**src/rtl/bsf_pkg.sv**
```systemverilog
package bsf_pkg;
  localparam int ROM_AW = 32;
  localparam int BEAT_BYTES = 4;

  typedef enum logic [1:0] {
    PH_WAIT  = 2'd0,
    PH_TURN  = 2'd1,
    PH_DRIVE = 2'd2,
    PH_HOST  = 2'd3
  } strap_phase_t;

  // byte address of beat idx relative to a ROM base
  function automatic logic [ROM_AW-1:0] beat_addr(input logic [ROM_AW-1:0] base,
                                                  input int unsigned idx);
    return base + (ROM_AW'(idx) * ROM_AW'(BEAT_BYTES));
  endfunction
endpackage

```
**src/rtl/bsf_strap_ctl.sv**
```systemverilog
module bsf_strap_ctl
  import bsf_pkg::*;
#(
  parameter int SAMPLE_CYC = 4,
  parameter int TURN_CYC   = 2
) (
  input  logic         clk,
  input  logic         rst_n,
  input  logic         strap_in,
  output strap_phase_t phase,
  output logic         rom_mode,
  output logic         sample_evt,
  output logic         drive_go
);
  localparam int MAXC  = (SAMPLE_CYC > TURN_CYC) ? SAMPLE_CYC : TURN_CYC;
  localparam int DLY_W = $clog2(MAXC + 1);

  logic [DLY_W-1:0] dly;

  assign sample_evt = (phase == PH_WAIT) && (dly == DLY_W'(SAMPLE_CYC - 1));
  assign drive_go   = (phase == PH_TURN) && (dly == DLY_W'(TURN_CYC - 1));

  always_ff @(posedge clk or negedge rst_n) begin
    if (!rst_n) begin
      phase    <= PH_WAIT;
      dly      <= '0;
      rom_mode <= 1'b0;
    end else begin
      case (phase)
        PH_WAIT: begin
          if (sample_evt) begin
            dly      <= '0;
            rom_mode <= !strap_in;
            phase    <= strap_in ? PH_HOST : PH_TURN;
          end else begin
            dly <= dly + DLY_W'(1);
          end
        end
        PH_TURN: begin
          if (drive_go) phase <= PH_DRIVE;
          else          dly   <= dly + DLY_W'(1);
        end
        default: ;
      endcase
    end
  end
endmodule

```
**src/rtl/bsf_copy_engine.sv**
```systemverilog
module bsf_copy_engine
  import bsf_pkg::*;
#(
  parameter int              WORDS    = 256,
  parameter int              DATA_W   = 32,
  parameter logic [ROM_AW-1:0] ROM_BASE = '0
) (
  input  logic                     clk,
  input  logic                     rst_n,
  input  logic                     start,
  input  logic                     rom_rvalid,
  input  logic [DATA_W-1:0]        rom_rdata,
  output logic                     rom_req,
  output logic [ROM_AW-1:0]        rom_addr,
  output logic                     mem_we,
  output logic [$clog2(WORDS)-1:0] mem_addr,
  output logic [DATA_W-1:0]        mem_wdata,
  output logic                     beat_acc,
  output logic                     last_beat
);
  localparam int IDX_W = $clog2(WORDS);
  localparam logic [IDX_W-1:0] LAST_IDX = IDX_W'(WORDS - 1);

  logic             busy;
  logic [IDX_W-1:0] idx;

  assign rom_req   = busy;
  assign beat_acc  = busy && rom_rvalid;
  assign last_beat = beat_acc && (idx == LAST_IDX);
  assign mem_we    = beat_acc;
  assign mem_addr  = idx;
  assign mem_wdata = rom_rdata;

  always_ff @(posedge clk or negedge rst_n) begin
    if (!rst_n) begin
      busy     <= 1'b0;
      idx      <= '0;
      rom_addr <= '0;
    end else if (start) begin
      busy     <= 1'b1;
      idx      <= '0;
      rom_addr <= beat_addr(ROM_BASE, 0);
    end else if (beat_acc) begin
      idx      <= idx + IDX_W'(1);
      rom_addr <= rom_addr + ROM_AW'(BEAT_BYTES);
      if (last_beat) busy <= 1'b0;
    end
  end
endmodule

```
**src/rtl/bsf_release.sv**
```systemverilog
module bsf_release (
  input  logic clk,
  input  logic rst_n,
  input  logic last_beat,
  input  logic host_start,
  input  logic host_wait,
  output logic boot_done,
  output logic core_release
);
  always_ff @(posedge clk or negedge rst_n) begin
    if (!rst_n) begin
      boot_done    <= 1'b0;
      core_release <= 1'b0;
    end else begin
      boot_done <= last_beat;
      if (last_beat || (host_start && host_wait)) core_release <= 1'b1;
    end
  end
endmodule

```
**src/rtl/boot_strap_fetch.sv**
```systemverilog
module boot_strap_fetch
  import bsf_pkg::*;
#(
  parameter int                SAMPLE_CYC = 4,
  parameter int                TURN_CYC   = 2,
  parameter int                WORDS      = 256,
  parameter int                DATA_W     = 32,
  parameter logic [ROM_AW-1:0] ROM_BASE   = '0
) (
  input  logic                     clk,
  input  logic                     rst_n,
  input  logic                     strap_in,
  input  logic                     host_start,
  input  logic                     rom_rvalid,
  input  logic [DATA_W-1:0]        rom_rdata,
  output logic                     strap_out,
  output logic                     strap_oe,
  output logic                     rom_mode,
  output logic                     rom_req,
  output logic [ROM_AW-1:0]        rom_addr,
  output logic                     mem_we,
  output logic [$clog2(WORDS)-1:0] mem_addr,
  output logic [DATA_W-1:0]        mem_wdata,
  output logic                     boot_done,
  output logic                     core_release,
  output logic [$clog2(WORDS)-1:0] core_entry
);
  strap_phase_t phase;
  logic sample_evt, drive_go, beat_acc, last_beat, host_wait;

  bsf_strap_ctl #(.SAMPLE_CYC(SAMPLE_CYC), .TURN_CYC(TURN_CYC)) u_strap (
    .clk(clk), .rst_n(rst_n), .strap_in(strap_in), .phase(phase),
    .rom_mode(rom_mode), .sample_evt(sample_evt), .drive_go(drive_go)
  );

  bsf_copy_engine #(.WORDS(WORDS), .DATA_W(DATA_W), .ROM_BASE(ROM_BASE)) u_copy (
    .clk(clk), .rst_n(rst_n), .start(drive_go), .rom_rvalid(rom_rvalid),
    .rom_rdata(rom_rdata), .rom_req(rom_req), .rom_addr(rom_addr),
    .mem_we(mem_we), .mem_addr(mem_addr), .mem_wdata(mem_wdata),
    .beat_acc(beat_acc), .last_beat(last_beat)
  );

  assign host_wait = (phase == PH_HOST);

  bsf_release u_rel (
    .clk(clk), .rst_n(rst_n), .last_beat(last_beat), .host_start(host_start),
    .host_wait(host_wait), .boot_done(boot_done), .core_release(core_release)
  );

  // pin turnaround: drive once ROM mode settled; select held low while copying
  assign strap_oe   = (phase == PH_DRIVE);
  assign strap_out  = !rom_req;
  assign core_entry = '0;
endmodule

```
**config.mk**
```make
export PLATFORM = sky130hd
export DESIGN_NAME = boot_strap_fetch
export DESIGN_NICKNAME = d
export VERILOG_FILES = /design/src/rtl/bsf_pkg.sv /design/src/rtl/bsf_strap_ctl.sv /design/src/rtl/bsf_copy_engine.sv /design/src/rtl/bsf_release.sv /design/src/rtl/boot_strap_fetch.sv
export SDC_FILE = /design/constraint.sdc
export NUM_CORES = 1
export LEC_CHECK = 0
export ABC_AREA = 1
export BUFFER_PORTS_ARGS = -buffer_cell sky130_fd_sc_hd__clkbuf_2
export CAP_MARGIN = 20
export CORE_MARGIN = 8
export CORE_UTILIZATION = 45
export CTS_CLUSTER_SIZE = 10
export DETAILED_ROUTE_END_ITERATION = 6
export GPL_TIMING_DRIVEN = 0
export PLACE_DENSITY = 0.81
export RECOVER_POWER = 50
export SKIP_CTS_REPAIR_TIMING = 1
export SYNTH_ARGS = -nofsm -noshare
export SYNTH_HDL_FRONTEND = slang
export SYNTH_SLANG_ARGS = --single-unit
export TNS_END_PERCENT = 1
```
**constraint.sdc**
```tcl
create_clock -name clk -period 1.43 [get_ports clk]
set_clock_uncertainty 0.2 [all_clocks]
set_input_delay 0.0715 -clock clk [delete_from_list [all_inputs] [get_ports clk]]
set_output_delay 0.0715 -clock clk [all_outputs]
set_load 0.02 [all_outputs]
```
# --- Yosys cells after proc, flatten, opt, wreduce, memory -nomap -nowiden ---
# Index checks and enable logic that the tools add are counted.
classes:
  reduce_logical: 16
  addsub: 3
  mux: 14
  n_eq_ne: 9
op_table:
  columns: ["op", "n"]
  rows:
  - ["$mux 32", 2]
  - ["$add 32x3->32 const B", 1]
  - ["$mux 8", 2]
  - ["$add 8x1->8 const B", 1]
  - ["$eq 8x8->1 const B", 1]
  - ["$mux 2", 3]
  - ["$mux 3", 2]
  - ["$ne 2x2->1 const B", 3]
  - ["$pmux 3 s2", 1]
  - ["$reduce_and 2->1", 3]
  - ["$reduce_bool 2->1", 3]
  - ["$logic_and 1x1->1", 5]
  - ["$eq 2x2->1 const B", 2]
  - ["$pmux 2 s2", 1]
  - ["$add 3x1->3 const B", 1]
  - ["$eq 3x1->1 const B", 1]
  - ["$eq 3x2->1 const B", 1]
  - ["$mux 1", 3]
  - ["$reduce_and 3->1", 1]
  - ["$eq 2x1->1 const B", 1]
  - ["$logic_not 1->1", 2]
  - ["$logic_not 2->1", 1]
  - ["$logic_or 1x1->1", 1]
word_totals:
  word_cells: 50
  in_bits: 37
  output_inout_bits: 87
  ff_bits: 49

# --- Logic depth before layout (Yosys ltp) ---
# Gate-level depths: netlist of the first run.
logic_depth:
  word_depth: 5
  depth_mapped: 11
  mapped_depth_nobuf: 11

# --- Modules after synthesis ---
# From an unflattened synthesis of the first run, not the netlist that was laid out.
unflattened:
  cells_unflattened: 414
  area_unflattened_um2: 3067.9
modules_own_cells:
  columns: ["mod", "seq_area_each_um2", "instances", "cells_each", "area_per_inst_um2"]
  rows:
  - ["bsf_copy_engine", 975.9, 1, 348, 2575.0]
  - ["bsf_strap_ctl", 150.1, 1, 47, 346.6]
  - ["boot_strap_fetch", 0.0, 1, 14, 85.1]
  - ["bsf_release", 50.0, 1, 5, 61.3]

# --- Worst setup path after synthesis of the first run ---
# No wires, ideal clock.
synth_path:
  path_type: "register to register"
  start: "reg u_copy.rom_addr[3]"
  end: "reg u_copy.rom_addr[20]"
  path_stages_with_launch: 11
  arrival_time_ns: 1.404
  setup_time_ns: 0.117
  required_time_ns: 1.113
  period_less_slack_ns: 1.721
  slack_ns: -0.291
  path_buffers: 0
  path_cell_list: "dfrtp_1 -> ha_1 -> inv_1 -> nor2_4 -> nand2_4 -> nor2_8 -> nand2_4 -> nor2_2 -> nand2_1 -> nand2_1 -> nor2_1"
synth_between:
  elab_chain_len: 3
synth_lines:
  columns: ["item", "line", "source"]
  rows:
  - ["start, declared", "bsf_copy_engine.sv:14", "output logic [ROM_AW-1:0] rom_addr,"]
  - ["start signal, assigned", "bsf_copy_engine.sv:42", "rom_addr <= beat_addr(ROM_BASE, 0);"]
  - ["start signal, assigned", "bsf_copy_engine.sv:45", "rom_addr <= rom_addr + ROM_AW'(BEAT_BYTES);"]
  - ["$add 32x3->32", "bsf_copy_engine.sv:45", null]
  - ["$mux 32", "bsf_copy_engine.sv:43", "end else if (beat_acc) begin"]
  - ["$mux 32", "bsf_copy_engine.sv:39", "end else if (start) begin"]
# No other way between the ends. The select of a mux whose other input is x is not followed.
# A chain may end at the register's enable or synchronous reset.

# --- Worst setup path in the final report of the first run ---
layout_path:
  start: "reg u_strap.dly[1]"
  end: "reg u_copy.rom_addr[31]"
layout_between:
  elab_chain_len: 3
  elab_cells_between_ends: 4
  cone_classes: "eq/ne (1); mux (1); reduce/logical (2)"
layout_lines:
  columns: ["item", "line", "source"]
  rows:
  - ["start, declared", "bsf_strap_ctl.sv:18", "logic [DLY_W-1:0] dly;"]
  - ["start signal, assigned", "bsf_strap_ctl.sv:36", "dly <= dly + DLY_W'(1);"]
  - ["start signal, assigned", "bsf_strap_ctl.sv:41", "else dly <= dly + DLY_W'(1);"]
  - ["$eq 3x1->1 (*)", "bsf_strap_ctl.sv:21", "assign drive_go = (phase == PH_TURN) && (dly == DLY_W'(TURN_CYC - 1));"]
  - ["$logic_and 1x1->1 (*)", "bsf_strap_ctl.sv:21", null]
  - ["$mux 32 or $reduce_bool 2->1 (tied branches)", null, null]
# Every way passes the cells marked *; elsewhere a longest branch is shown, timed or not.

==> results of run 1 <==
## through the flow
| step | area [sq um] | total power, mW |
|---|---|---|
| 2_1_floorplan | 3214 | 3.216 |
| 3_3_place_gp | 3740 | 3.701 |
| 3_5_place_dp | 3760 | 3.802 |
| 4_1_cts | 3875 | 4.832 |
| 5_1_grt | 4110 | 5.532 |
| 6_report | 4110 | 5.176 |
## layout by cell type (no fill, tap or decap), types with 4 or more instances in the layout
cell type,count
buf_6,4
conb_1,10
nand4_1,9
nand2_2,12
nand2_4,7
nor2_2,9
nand3_1,18
dfrtp_2,9
nand2_1,78
clkbuf_2,46
o21ai_1,5
clkbuf_8,5
buf_4,56
a21oi_1,18
nor2_4,17
inv_1,42
inv_2,12
dfrtp_1,38
nor3_1,5
o21ai_0,8
clkbuf_1,34
nor2_1,68
## worst max path at each step
stage,from,depth (start not counted),endpoint
floorplan,u_copy.rom_addr[3]$_DFFE_PN0P_,10,u_copy.rom_addr[20]$_DFFE_PN0P_
global placement,u_strap.dly[1]$_DFFE_PN0P_,9,u_copy.rom_addr[22]$_DFFE_PN0P_
detailed placement,u_strap.dly[1]$_DFFE_PN0P_,9,u_copy.rom_addr[22]$_DFFE_PN0P_
CTS,u_strap.dly[1]$_DFFE_PN0P_,9,u_copy.rom_addr[22]$_DFFE_PN0P_
global route,u_copy.rom_addr[8]$_DFFE_PN0P_,8,u_copy.rom_addr[24]$_DFFE_PN0P_
finish,u_strap.dly[1]$_DFFE_PN0P_,11,u_copy.rom_addr[31]$_DFFE_PN0P_
## critical path, stage by stage, from the launching register on
cell     delay [ps]
dfrtp_1         400
inv_2            80
ha_4            130
inv_2            30
nor2_2          100
nand2_2         120
nand2_4         160
nand2_4          80
nor2_4          120
nand3_2          70
nand2_1          60
nor2_1           30
## power by group
group	leakage (nW)	total, mW	internal, mW	switching [mW]
clock	0.0548	1.03	0.528	0.504
combinational	1.45	2.19	0.867	1.32
sequential	0.608	1.95	1.61	0.348
## layout make-up
class / count / area (sq um)
timing repair buffer: 98 / 508.0
fill: 625 / 2684
tap: 96 / 120.1
inverter: 54 / 202.7
clock buffer: 5 / 68.82
buffer: 47 / 365.4
clock inverter: 3 / 46.29
multi-input combinational: 289 / 1612
sequential: 47 / 1187
## logic make-up after synthesis
logic type | synth area share, %
other | 0.1189
AND/OR/NAND/NOR | 35.71
XOR/XNOR | 0.5557
flip-flops | 37.30
AO/OA/AOI/OAI | 6.826
adder cells (fa/ha/maj) | 1.984
buffers and inverters | 17.50
## state kept, by name (all words and copies together), names as in the netlist
name,count
u_rel.core_release,1
u_copy.rom_req,1
u_copy.rom_addr,30
u_strap.rom_mode,1
u_rel.boot_done,1
u_strap.phase,2
u_copy.mem_addr,8
u_strap.dly,3
## per-layer routing
layer	up-vias	global-route usage (%)	wire length, microns
li1	1514	-	-
met1	1421	20.01	3683
met2	109	31.61	4436
met3	7	5.866	833
met4	0	2.910	60
met5	-	0	0
==> impl_metrics.toml, run 1 <==
[route]
drc_errors = 0
drt_iter0_drc = 139
ant_nets = 0
firstDrtPassIters = 5
wl_per_cell_microns = 14.10
via_per_inst = 4.775
finalWirelength_microns = 9013
via_count = 3051

[timing]
post-route-period-util_pct = 118.6
hold_viol_final = 0
period_minus_slack_ps = 1695
hold_slack_ps = 25.04
setup_viol_count_final = 44
fin_ws_ps = -265.4
maxSlewViolCount = 0
tns_ps = -5944
worstMarginPinSlew_ps = 551.0
fmax_ghz = 0.5898
max_slew_margin_pct = 63.26
rsz0062_at_grt = "yes"

[clocking]
cts_htree_levels = 2
clkTransAtPathRegs_ps = 100
cts.sinks = 47
cts_buffers = 5
clk_latency_ps = 310
cts_tree = "done"
clockBufferDepth = 2
clockRootBuffer = "clkbuf_8"

[floorplanning]
fp.dieH_microns = 99.71
io_pins = 124
dieArea_sq_um = 9941
core_area_sq_um = 6794
dieWidth_microns = 99.71
rows = 30
initial_core_util_pct = 46.41

[setup_path]
startpoint_type = "flip-flop"
endpoint_kind = "flip-flop"
crit_type = "reg2reg"
r2r-end = "u_copy.rom_addr[31]$_DFFE_PN0P_"
crit_arrival_ps = 1690
cp.required_ps = 1430
rr_worst_depth = 11
crit_fanout = 8
reg2reg_from = "u_strap.dly[1]$_DFFE_PN0P_"
rrSetupSlack_ps = -270

[place]
place.gp.congestion = 0.9356
dp.cells = 615
pre_cts_slack_ps = -343.3
port_buffers = 81
dp_hpwl_microns = 6975

[pwr]
p_per_area_nw_per_um2 = 1259
vdd.ir_drop.worst_mv = 1.139
total_leakage_power_nw = 2.117

[global_route]
grt_pass1_vias = 3029
grt_antenna_before_repair = 0
grt_use_total_pct = 17.65
grt_first_pass_wirelength_microns = 14330
overflow = 0
grt_max_degree = 28

[finish]
fin_util_pct = 60.50
syn_to_final_growth_pct = 30.36
diodes = 0
fin_cells = 639
drive_gt1_share_pct = 36.10
fin_nets = 584

[synth]
synth_largest_area_cell = "dfrtp_1"
synthArstFlopShare_pct = 100.0
ys_top_cells_by_count = "nand2_1 (84), nor2_1 (73), inv_1 (48), dfrtp_1 (47), buf_4 (43)"
netlist.area_leader.share_pct = 37.30
synth_top_cells_by_area = "dfrtp_1 (37%), buf_4 (10%), nand2_1 (10%), nor2_1 (8.7%), inv_1 (5.7%)"
synthCells = 428
synth-edff-count = 0
yosysMostFrequentCell = "nand2_1"
ys.flop_type = "dfrtp_1"
syn_area_sq_um = 3153
yosysSeqAreaShare_pct = 37.30
yosysWarnings = 0
synthDistinctLibCells = 33
avgSynthCellArea_sq_um = 7.367
ys_ff_latch = 47

[min_path]
hold_path.class = "in2reg"
whs_path_depth = 4
min_from = "rom_rvalid"
min_to = "u_copy.rom_addr[4]$_DFFE_PN0P_"

[run_status]
violations = "setup timing"
status = "complete, but fails checks"

[flow_run]
maxCapViolCount = 0
Note: power is estimated with default switching activity, not from simulation.
==> run 2, diff against run 1 <==
Settings changed: CORE_UTILIZATION 45 to 49, MAX_ROUTING_LAYER set to met4, PLACE_DENSITY 0.81 to 0.84, SYNTH_HIERARCHICAL set to 1.
Clock period 1.43 ns to 1.9 ns, I/O delays scaled along.
==> impl_metrics.toml, run 2 <==
[clocking]
clkTransAtPathRegs_ps = 90
cts_buffers = 5
cts_tree = "done"
clockRootBuffer = "clkbuf_8"
clk_latency_ps = 300
cts.sinks = 47
cts_htree_levels = 2
clockBufferDepth = 2

[synth]
avgSynthCellArea_sq_um = 7.419
syn_area_sq_um = 3064
synthCells = 413
yosysWarnings = 6

[timing]
rsz0062_at_grt = "yes"
setup_viol_count_final = 3
fmax_ghz = 0.5186
worstMarginPinSlew_ps = 985.5
post-route-period-util_pct = 101.5
maxSlewViolCount = 0
fin_ws_ps = -28.13
max_slew_margin_pct = 34.30
hold_viol_final = 0
period_minus_slack_ps = 1928

[pwr]
p_per_area_nw_per_um2 = 731.3
total_leakage_power_nw = 1.968
vdd.ir_drop.worst_mv = 0.7251

[run_status]
status = "complete, but fails checks"
violations = "setup timing"

[flow_run]
maxCapViolCount = 0

[finish]
largest_reg_flops = 30
fin_util_pct = 62.03
diodes = 0
fill_cells = 562
most-common-layout-cells = "nand2_1 (90), buf_4 (54), nor2_1 (49)"
final_common_cell = "nand2_1"
final_area_sq_um = 3849
syn_to_final_growth_pct = 25.60
drive_gt1_share_pct = 32.95
regArea_sq_um = 1179
fin_cells = 602
multi_input_area_sq_um = 1440
fin_nets = 567
largest-register = "u_copy/rom_addr"

[route]
wl_per_cell_microns = 13.37
via_count = 2954
finalWirelength_microns = 8047
ant_nets = 0
drt_iter0_drc = 222
via_per_inst = 4.907
firstDrtPassIters = 4
drc_errors = 0

[global_route]
grt_antenna_before_repair = 0
grt_max_degree = 31
grt_use_total_pct = 17.67
grt_pass1_vias = 2754
overflow = 0
grt_first_pass_wirelength_microns = 12490

[place]
dp.cells = 580
placed_area_sq_um = 3618
dp_hpwl_microns = 6091
place.gp.congestion = 0.8610
port_buffers = 81

[floorplanning]
dieArea_sq_um = 9040
rows = 29
dieWidth_microns = 95.08
initial_core_util_pct = 49.38
io_pins = 124
core_area_sq_um = 6205
fp.dieH_microns = 95.08

[min_path]
hold_path.class = "in2out"

[setup_path]
endpoint_kind = "flip-flop"
crit_arrival_ps = 1970
cp.required_ps = 1940
startpoint_type = "flip-flop"
crit_fanout = 6
crit_type = "reg2reg"
[run 2: final timing paths]
| kind | startpoint | end | slack, ps | cells past startpoint |
|---|---|---|---|---|
| worst max-delay path | u_strap/dly[1]$_DFFE_PN0P_ | u_copy/rom_addr[26]$_DFFE_PN0P_ | -30 | 14 |
| worst min-delay path | rom_rdata[2] | mem_wdata[2] | 250 | 2 |
| worst max register to register | u_strap/dly[1]$_DFFE_PN0P_ | u_copy/rom_addr[26]$_DFFE_PN0P_ | -30 | 14 |
| worst min register to register | u_rel/core_release$_DFFE_PN0P_ | u_rel/core_release$_DFFE_PN0P_ | 270 | 2 |
| max in group asynchronous | rst_n | u_strap/phase[1]$_DFFE_PN0P_ | 180 | 3 |
| min in group asynchronous | rst_n | u_strap/dly[1]$_DFFE_PN0P_ | 260 | 2 |
[run 2: layout make-up]
type	instances	share of cell area, %
Clock inverter	1	0.1300
Multi-Input combinational cell	282	37.42
Clock buffer	6	2.146
Inverter	44	4.421
Timing Repair Buffer	97	13.30
Sequential cell	47	30.62
Buffer	48	9.460
Tap cell	77	2.503
[run 2: metal layers]
metal | vias to the layer above | wire, microns | global-route usage [%]
met5 | - | 0 | -
met2 | 115 | 3960 | 29.80
met3 | 17 | 751 | 4.488
met4 | 0 | 167 | 5.202
met1 | 1343 | 3166 | 20.19
li1 | 1479 | - | -
[run 2: critical path, stage by stage (launching register included)]
cell     delay (ps)
dfrtp_1         400
inv_2            70
ha_4            130
nand2_4          50
nor2_4           90
buf_6           130
inv_6            40
nand2_8          90
buf_8           130
nand2_2          50
nor2_1          100
nand3_1         110
nand2_1          90
nand2_1          50
nor2_1          120
[run 2: through the flow]
stage          hold WS (ps)  power [mW]  setup slack [ps]  TNS, ps
4_1_cts              -447.7       2.822            -250.9    -4494
3_5_place_dp         -113.8       2.196            -231.8    -3823
3_3_place_gp          88.27       2.163            -164.6    -2115
6_report              251.9       2.815            -28.13   -59.02
5_1_grt               255.0       2.985            -135.4    -3952
2_1_floorplan        -400.6       1.902             21.99        0
[run 2: power by group]
part           switching, mW  internal (mW)
Combinational          0.596          0.308
Sequential             0.144           1.13
Clock                  0.345          0.286
